<file path="config.mk">
export PLATFORM = sky130hd
export DESIGN_NAME = tmu_top
export DESIGN_NICKNAME = d
export VERILOG_FILES = /design/src/rtl/tmu_pkg.sv /design/src/rtl/tmu_chan.sv /design/src/rtl/tmu_ctrl.sv /design/src/rtl/tmu_top.sv
export SDC_FILE = /design/constraint.sdc
export NUM_CORES = 1
export LEC_CHECK = 0
export CORE_MARGIN = 1
export CORE_UTILIZATION = 30
export DETAILED_ROUTE_END_ITERATION = 8
export DONT_BUFFER_PORTS = 1
export PLACE_DENSITY = 0.46
export SYNTH_ARGS = -nofsm -noshare
export SYNTH_HDL_FRONTEND = slang
export SYNTH_SLANG_ARGS = --single-unit
</file>
<file path="constraint.sdc">
create_clock -name clk -period 7.8 [get_ports clk]
set_clock_uncertainty 0.05 [all_clocks]
set_input_delay 0 -clock clk [delete_from_list [all_inputs] [get_ports clk]]
set_output_delay 0 -clock clk [all_outputs]
set_load 0.02 [all_outputs]
</file>
<file path="src/rtl/tmu_pkg.sv">
package tmu_pkg;
  // Strobes from the decode/control side to one channel datapath
  typedef struct packed {
    logic wrReload;
    logic wrCount;
    logic wrCtrl;
    logic wrCap;
    logic run;
  } chanCmd_t;

  localparam int PRE_SEL_MAX = 4;
  localparam int PRE_W       = 2 * (PRE_SEL_MAX + 1);
  localparam int IE_BIT      = 5;
  localparam int FLAG_BIT    = 8;
  localparam int NUM_SLOTS   = 3;
endpackage

</file>
<file path="src/rtl/tmu_chan.sv">
module tmu_chan
  import tmu_pkg::*;
#(
  parameter int CNT_W   = 32,
  parameter bit HAS_CAP = 1'b0
) (
  input  logic             clk,
  input  logic             rstN,
  input  chanCmd_t         cmd,
  input  logic [CNT_W-1:0] wdata,
  input  logic             capStrobe,
  output logic [CNT_W-1:0] reloadQ,
  output logic [CNT_W-1:0] countQ,
  output logic [CNT_W-1:0] ctrlQ,
  output logic [CNT_W-1:0] capQ,
  output logic             irq
);
  logic [2:0]       preSel;
  logic             ieQ;
  logic             flagQ;
  logic [PRE_W-1:0] preCnt;
  logic [PRE_W-1:0] divLast;
  logic             tick;
  logic             atZero;

  always_comb begin
    divLast = '0;
    for (int k = 0; k <= PRE_SEL_MAX; k++) begin
      if (preSel == 3'(k)) divLast = PRE_W'((1 << (2 * (k + 1))) - 1);
    end
  end

  assign tick   = cmd.run && !cmd.wrCtrl && (preCnt == divLast);
  assign atZero = (countQ == '0);

  always_ff @(posedge clk) begin
    if (!rstN) begin
      preCnt  <= '0;
      countQ  <= '1;
      reloadQ <= '1;
      preSel  <= '0;
      ieQ     <= 1'b0;
      flagQ   <= 1'b0;
    end else begin
      if (cmd.wrCtrl)   preCnt <= '0;
      else if (tick)    preCnt <= '0;
      else if (cmd.run) preCnt <= preCnt + 1'b1;

      if (cmd.wrReload) reloadQ <= wdata;

      if (cmd.wrCount)  countQ <= wdata;
      else if (tick)    countQ <= atZero ? reloadQ : countQ - 1'b1;

      if (cmd.wrCtrl) begin
        preSel <= wdata[2:0];
        ieQ    <= wdata[IE_BIT];
        flagQ  <= flagQ & wdata[FLAG_BIT];
      end else if (tick && atZero) begin
        flagQ  <= 1'b1;
      end
    end
  end

  generate
    if (HAS_CAP) begin : g_cap
      always_ff @(posedge clk) begin
        if (!rstN)          capQ <= '0;
        else if (cmd.wrCap) capQ <= wdata;
        else if (capStrobe) capQ <= countQ;
      end
    end else begin : g_nocap
      logic unusedCapIn;
      assign unusedCapIn = capStrobe ^ cmd.wrCap;
      assign capQ = '0;
    end
  endgenerate

  always_comb begin
    ctrlQ           = '0;
    ctrlQ[2:0]      = preSel;
    ctrlQ[IE_BIT]   = ieQ;
    ctrlQ[FLAG_BIT] = flagQ;
  end

  assign irq = flagQ & ieQ;


  hold_count_chk: assert property (@(posedge clk) disable iff (!rstN)
    (!cmd.run && !cmd.wrCount) |=> $stable(countQ));


  underflow_chk: assert property (@(posedge clk) disable iff (!rstN)
    $rose(flagQ) |-> ($past(countQ) == '0 && $past(cmd.run)));


  pre_range_chk: assert property (@(posedge clk) disable iff (!rstN)
    preCnt <= divLast);
endmodule

</file>
<file path="src/rtl/tmu_ctrl.sv">
module tmu_ctrl
  import tmu_pkg::*;
#(
  parameter int ADDR_W     = 6,
  parameter int DATA_W     = 32,
  parameter bit HAS_CH2    = 1'b1,
  parameter bit HAS_OUTCTL = 1'b1
) (
  input  logic                            clk,
  input  logic                            rstN,
  input  logic                            busRead,
  input  logic                            busWrite,
  input  logic [ADDR_W-1:0]               busAddr,
  input  logic [2:0]                      wLow,
  output logic [DATA_W-1:0]               busRdata,
  output logic                            busErr,
  output logic                            outSel,
  output chanCmd_t [NUM_SLOTS-1:0]        cmd,
  input  logic [NUM_SLOTS-1:0][DATA_W-1:0] rdReload,
  input  logic [NUM_SLOTS-1:0][DATA_W-1:0] rdCount,
  input  logic [NUM_SLOTS-1:0][DATA_W-1:0] rdCtrl,
  input  logic [NUM_SLOTS-1:0][DATA_W-1:0] rdCap
);
  localparam logic [ADDR_W-1:0] BASE0  = ADDR_W'('h08);
  localparam logic [ADDR_W-1:0] BASE1  = ADDR_W'('h14);
  localparam logic [ADDR_W-1:0] BASE2  = ADDR_W'('h20);
  localparam logic [ADDR_W-1:0] RUNOFS = ADDR_W'('h04);

  logic [2:0] startQ;
  logic       outQ;
  logic       errQ;
  logic       access, aligned, isStart, isOut, chHit;
  logic [1:0] chIdx;
  logic [3:0] lcl;
  logic [1:0] regIdx;
  logic       startBad, ctrlBad, valid, wrOk;

  assign access  = busRead | busWrite;
  assign aligned = (busAddr[1:0] == 2'b00);

  always_comb begin
    isStart = 1'b0;
    isOut   = 1'b0;
    chHit   = 1'b0;
    chIdx   = 2'd0;
    lcl     = '0;
    if (busAddr >= BASE2) begin
      chIdx = 2'd2;
      lcl   = 4'(busAddr - BASE2);
      chHit = HAS_CH2 && ((busAddr - BASE2) <= ADDR_W'('hC));
    end else if (busAddr >= BASE1) begin
      chIdx = 2'd1;
      lcl   = 4'(busAddr - BASE1);
      chHit = (lcl <= 4'h8);
    end else if (busAddr >= BASE0) begin
      chIdx = 2'd0;
      lcl   = 4'(busAddr - BASE0);
      chHit = (lcl <= 4'h8);
    end else if (busAddr == RUNOFS) begin
      isStart = 1'b1;
    end else if (busAddr == '0) begin
      isOut = HAS_OUTCTL;
    end
  end

  assign regIdx   = lcl[3:2];
  assign startBad = isStart && busWrite && !HAS_CH2 && wLow[2];
  assign ctrlBad  = chHit && (regIdx == 2'd2) && busWrite && (wLow > 3'(PRE_SEL_MAX));
  assign valid    = aligned && (isStart || isOut || chHit) && !startBad && !ctrlBad;
  assign wrOk     = busWrite && valid;

  always_comb begin
    for (int i = 0; i < NUM_SLOTS; i++) begin
      cmd[i].wrReload = wrOk && chHit && (chIdx == 2'(i)) && (regIdx == 2'd0);
      cmd[i].wrCount  = wrOk && chHit && (chIdx == 2'(i)) && (regIdx == 2'd1);
      cmd[i].wrCtrl   = wrOk && chHit && (chIdx == 2'(i)) && (regIdx == 2'd2);
      cmd[i].wrCap    = wrOk && chHit && (chIdx == 2'(i)) && (regIdx == 2'd3);
      cmd[i].run      = startQ[i];
    end
  end

  always_ff @(posedge clk) begin
    if (!rstN) begin
      startQ <= '0;
      outQ   <= 1'b0;
      errQ   <= 1'b0;
    end else begin
      if (wrOk && isStart) startQ <= wLow;
      if (wrOk && isOut)   outQ   <= wLow[0];
      errQ <= access && !valid;
    end
  end

  always_comb begin
    busRdata = '0;
    if (busRead && valid) begin
      if (isStart)    busRdata = DATA_W'(startQ);
      else if (isOut) busRdata = DATA_W'(outQ);
      else begin
        case (regIdx)
          2'd0:    busRdata = rdReload[chIdx];
          2'd1:    busRdata = rdCount[chIdx];
          2'd2:    busRdata = rdCtrl[chIdx];
          default: busRdata = rdCap[chIdx];
        endcase
      end
    end
  end

  assign busErr = errQ;
  assign outSel = outQ;


  err_src_chk: assert property (@(posedge clk) disable iff (!rstN)
    busErr |-> $past(busRead || busWrite));


  start_lite_chk: assert property (@(posedge clk) disable iff (!rstN)
    startQ[2] |-> HAS_CH2);


  out_hold_chk: assert property (@(posedge clk) disable iff (!rstN)
    !(busWrite && busAddr == '0) |=> $stable(outQ));


  start_hold_chk: assert property (@(posedge clk) disable iff (!rstN)
    !busWrite |=> $stable(startQ));
endmodule

</file>
<file path="src/rtl/tmu_top.sv">
module tmu_top
  import tmu_pkg::*;
#(
  parameter int ADDR_W     = 6,
  parameter int CNT_W      = 32,
  parameter bit HAS_CH2    = 1'b1,
  parameter bit HAS_OUTCTL = 1'b1
) (
  input  logic              clk,
  input  logic              rstN,
  input  logic              busRead,
  input  logic              busWrite,
  input  logic [ADDR_W-1:0] busAddr,
  input  logic [CNT_W-1:0]  busWdata,
  output logic [CNT_W-1:0]  busRdata,
  output logic              busErr,
  input  logic              capStrobe,
  output logic              outSel,
  output logic [2:0]        irq
);
  chanCmd_t [NUM_SLOTS-1:0]              cmd;
  logic [NUM_SLOTS-1:0][CNT_W-1:0]       rdReload, rdCount, rdCtrl, rdCap;

  tmu_ctrl #(
    .ADDR_W(ADDR_W), .DATA_W(CNT_W), .HAS_CH2(HAS_CH2), .HAS_OUTCTL(HAS_OUTCTL)
  ) u_ctrl (
    .clk(clk), .rstN(rstN), .busRead(busRead), .busWrite(busWrite),
    .busAddr(busAddr), .wLow(busWdata[2:0]), .busRdata(busRdata),
    .busErr(busErr), .outSel(outSel), .cmd(cmd),
    .rdReload(rdReload), .rdCount(rdCount), .rdCtrl(rdCtrl), .rdCap(rdCap)
  );

  generate
    for (genvar i = 0; i < NUM_SLOTS; i++) begin : g_ch
      if (i < 2 || HAS_CH2) begin : g_on
        tmu_chan #(.CNT_W(CNT_W), .HAS_CAP(i == 2 ? 1'b1 : 1'b0)) u_chan (
          .clk(clk), .rstN(rstN), .cmd(cmd[i]), .wdata(busWdata),
          .capStrobe(i == 2 ? capStrobe : 1'b0),
          .reloadQ(rdReload[i]), .countQ(rdCount[i]), .ctrlQ(rdCtrl[i]),
          .capQ(rdCap[i]), .irq(irq[i])
        );
      end else begin : g_off
        assign rdReload[i] = '0;
        assign rdCount[i]  = '0;
        assign rdCtrl[i]   = '0;
        assign rdCap[i]    = '0;
        assign irq[i]      = 1'b0;
      end
    end
  endgenerate
endmodule

</file>
==> results.toml <==
[final_layout]
multi_input_area_um2 = 10540
stdcell_area_um2 = 19140
syn_to_final_growth_pct = 13.02
post-route-util_pct = 34.54
regArea_um2 = 5485
nFillCells = 5797
fin_nets = 2329
drive_above_1_share_pct = 6.527

[synth]
postSynthAreaPerCell_um2 = 7.223
synth_xor_area_share_pct = 1.965
ys_types = 87
ys_warn_count = 0
yosysMostFrequentCell = "nand2_1"
syn_nets = 2401
async_flop_share_pct = 0
synth_top_area_share_pct = 32.38
synth-edff-count = 0
synth_area_um2 = 16940
synth_compound_area_share_pct = 23.54
synth.yosys.seq_area_share_pct = 32.38
synthCells = 2345
synth_top_family_by_area = "simple AND/OR/NAND/NOR gates"
ys_seq_elements = 274
synthFlopType = "dfxtp_1"
synthTopCellsByArea = "dfxtp_1, nand2_1, mux2i_1"
muxShareOfSynthArea_pct = 5.880
yosys.area_share.simple_pct = 29.34
yosys-top-cells-count = "nand2_1, dfxtp_1, nor2_1, clkbuf_1, a21oi_1"
synth_fa_ha_area_share_pct = 0.9603
synth_top_area_cell = "dfxtp_1"

[clocking]
tritoncts = "yes"
cts_root_buf = "clkbuf_16"
htree_levels = 2
cts_sinks = 274
cts_made_buffers = 36
path_clk_slew_ns = 0.06
clock_latency_ns = 0.56
post_cts_buffers = 0
cts_buffer_depth = 3

[drt]
first_iter_violations = 1639
postRouteAntennaNets = 0
drtPass1Iterations = 6
wl_um = 69370
drc = 0
dr_total_vias = 17504
wl_per_cell_um = 22.77
detail_route.vias_per_cell = 5.745

[floorplanning]
dieArea_um2 = 57420
ios = 80
die_x_um = 239.6
core_um2 = 55420
fp-row-count = 86
die_h_um = 239.6
initial_core_util_pct = 30.57

[critical_path]
max_stage_delay_ns = 0.68
critPathKind = "in2reg"
cp-start-kind = "primary input"
required_ns = 8.24
arrival_ns = 4.40
path_cells = "inv_1 > ha_1 > and2b_1 > nor2_4 > o311ai_4 > buf_4 > or2_2 > nor4_2 > buf_4 > nand2_1 > dlygate4sd3_1 > nand3_1 > dlygate4sd3_1"
worstPathMaxFanout = 51
end_kind = "flop"
slowest_stage = "nor2_4"

[global_route]
grt_pass1_vias = 16097
grt-ovfl-total = 0
antenna_found_initial = 4
grtUsageTotal_pct = 23.85
grt_max_degree = 177
grt_pass1_wl_um = 104900

[sta]
finalSetupViolCount = 0
fin_tns_setup_ns = 0
timing.final.crit_share_pct = 50.81
slew_violations = 0
finalHoldViolCount = 0
min_period_ns = 3.963
worst_slew_pin_slew_ns = 1.178
max_slew_margin_pct = 21.46
fmax_mhz = 252.3
hold_slack_ns = 0.04118
rsz0062_at_grt = "false"

[power_and_ir_drop]
p_leak_nw = 7.398
irDropWorstVdd_mv = 0.1349
p_per_area_nw_per_um2 = 179.3

[placed_design]
io_buffer_count = 0
routabilityCongestion = 0.9033
place_hpwl_um = 47720
placed_area_um2 = 17330

[job]
cap_violations = 0

[min_path]
hold_path_class = "in2reg"

[status]
status = "complete, no violations"
per-layer routing:
layer | wire [um] | up-vias | global-route usage (%)
met4 | 1490 | 4 | 6.449
met5 | 28 | - | 0
met1 | 32900 | 8402 | 35.00
met2 | 29880 | 694 | 35.62
li1 | - | 8308 | -
met3 | 5069 | 96 | 3.746
repair_timing:
item | in CTS | in global routing
hold buffers | 63 | 0
hold endpoints to repair | 274 | 0
gates resized for setup | 0 | 0
power by group:
group | total [mW] | internal, mW | leakage, nW | switching, mW
logic | 0.335 | 0.110 | 4.62 | 0.225
registers | 1.45 | 1.42 | 2.23 | 0.0227
clock network | 1.65 | 0.963 | 0.550 | 0.689
total | 3.43 | 2.50 | 7.40 | 0.936
final timing paths:
check,from,end,slack [ns],cells after the start
max reg2reg,g_ch[1].g_on.u_chan.preSel[2],g_ch[1].g_on.u_chan.countQ[27],3.92,8
min,busAddr[5],g_ch[2].g_on.u_chan.reloadQ[0],0.04,4
max,busAddr[3],g_ch[0].g_on.u_chan.reloadQ[0],3.84,13
min reg2reg,g_ch[0].g_on.u_chan.reloadQ[11],g_ch[0].g_on.u_chan.reloadQ[11],0.43,2
stage by stage:
step | power (mW) | std cells | setup slack (ns)
3_3_place_gp | 1.725 | 2920 | 3.835
5_1_grt | 3.537 | 3046 | 3.594
2_1_floorplan | 1.673 | 2345 | 4.779
6_report | 3.432 | 3047 | 3.837
4_1_cts | 3.455 | 3046 | 3.903
3_5_place_dp | 1.728 | 2920 | 3.703
state kept, by name, summed over array words and instances, names as in the netlist:
| register | flops |
|---|---|
| g_ch.g_on.u_chan.ieQ | 3 |
| g_ch.g_on.u_chan.flagQ | 3 |
| u_ctrl.startQ | 3 |
| g_ch.g_on.u_chan.preCnt | 30 |
| g_ch.g_on.u_chan.reloadQ | 96 |
| g_ch.g_on.u_chan.countQ | 96 |
| g_ch.g_on.u_chan.preSel | 9 |
| g_ch.g_on.u_chan.capQ | 32 |
| u_ctrl.outSel | 1 |
| u_ctrl.busErr | 1 |
kinds of logic (layout without fill, tap and decap cells):
| kind of cell | count (synthesis) | in the layout |
|---|---|---|
| AND/OR/NAND/NOR | 1086 | 1086 |
| AO/OA/AOI/OAI | 596 | 596 |
| flip-flops | 274 | 274 |
| XOR/XNOR | 38 | 38 |
| multiplexers | 99 | 99 |
| other | 0 | 1 |
| adder cells (fa/ha/maj) | 13 | 13 |
| buffers and inverters | 239 | 192 |
layout by cell type (no fill, tap or decap), types with 20 or more instances in the layout:
cell	n
nor3_1	67
or2_2	20
xor2_1	20
dfxtp_1	274
clkbuf_16	37
nand2_1	455
nand3_1	132
o211ai_1	71
a2bb2oi_1	26
or4_1	23
inv_1	32
a211oi_1	45
a311oi_1	23
mux2i_1	95
a21oi_1	133
nor2_1	241
a31oi_1	47
o21ai_0	123
dlygate4sd3_1	61
buf_4	32
nand4_1	25
layout make-up:
type,instances,area share (%)
Tap cell,748,4.889
Inverter,34,0.6667
Timing Repair Buffer,95,4.732
Antenna cell,1,0.01307
Clock inverter,13,0.5752
Multi-Input combinational cell,1832,55.07
Sequential cell,274,28.65
Clock buffer,50,5.405
critical path, delay by kind of cell:
family          cells  cell delay (ns)
compound gates      1             0.12
buf+inv             5             2.01
simple gates        6             1.85
fa+ha+maj           1             0.37
Power figures use the tool's default switching activity.
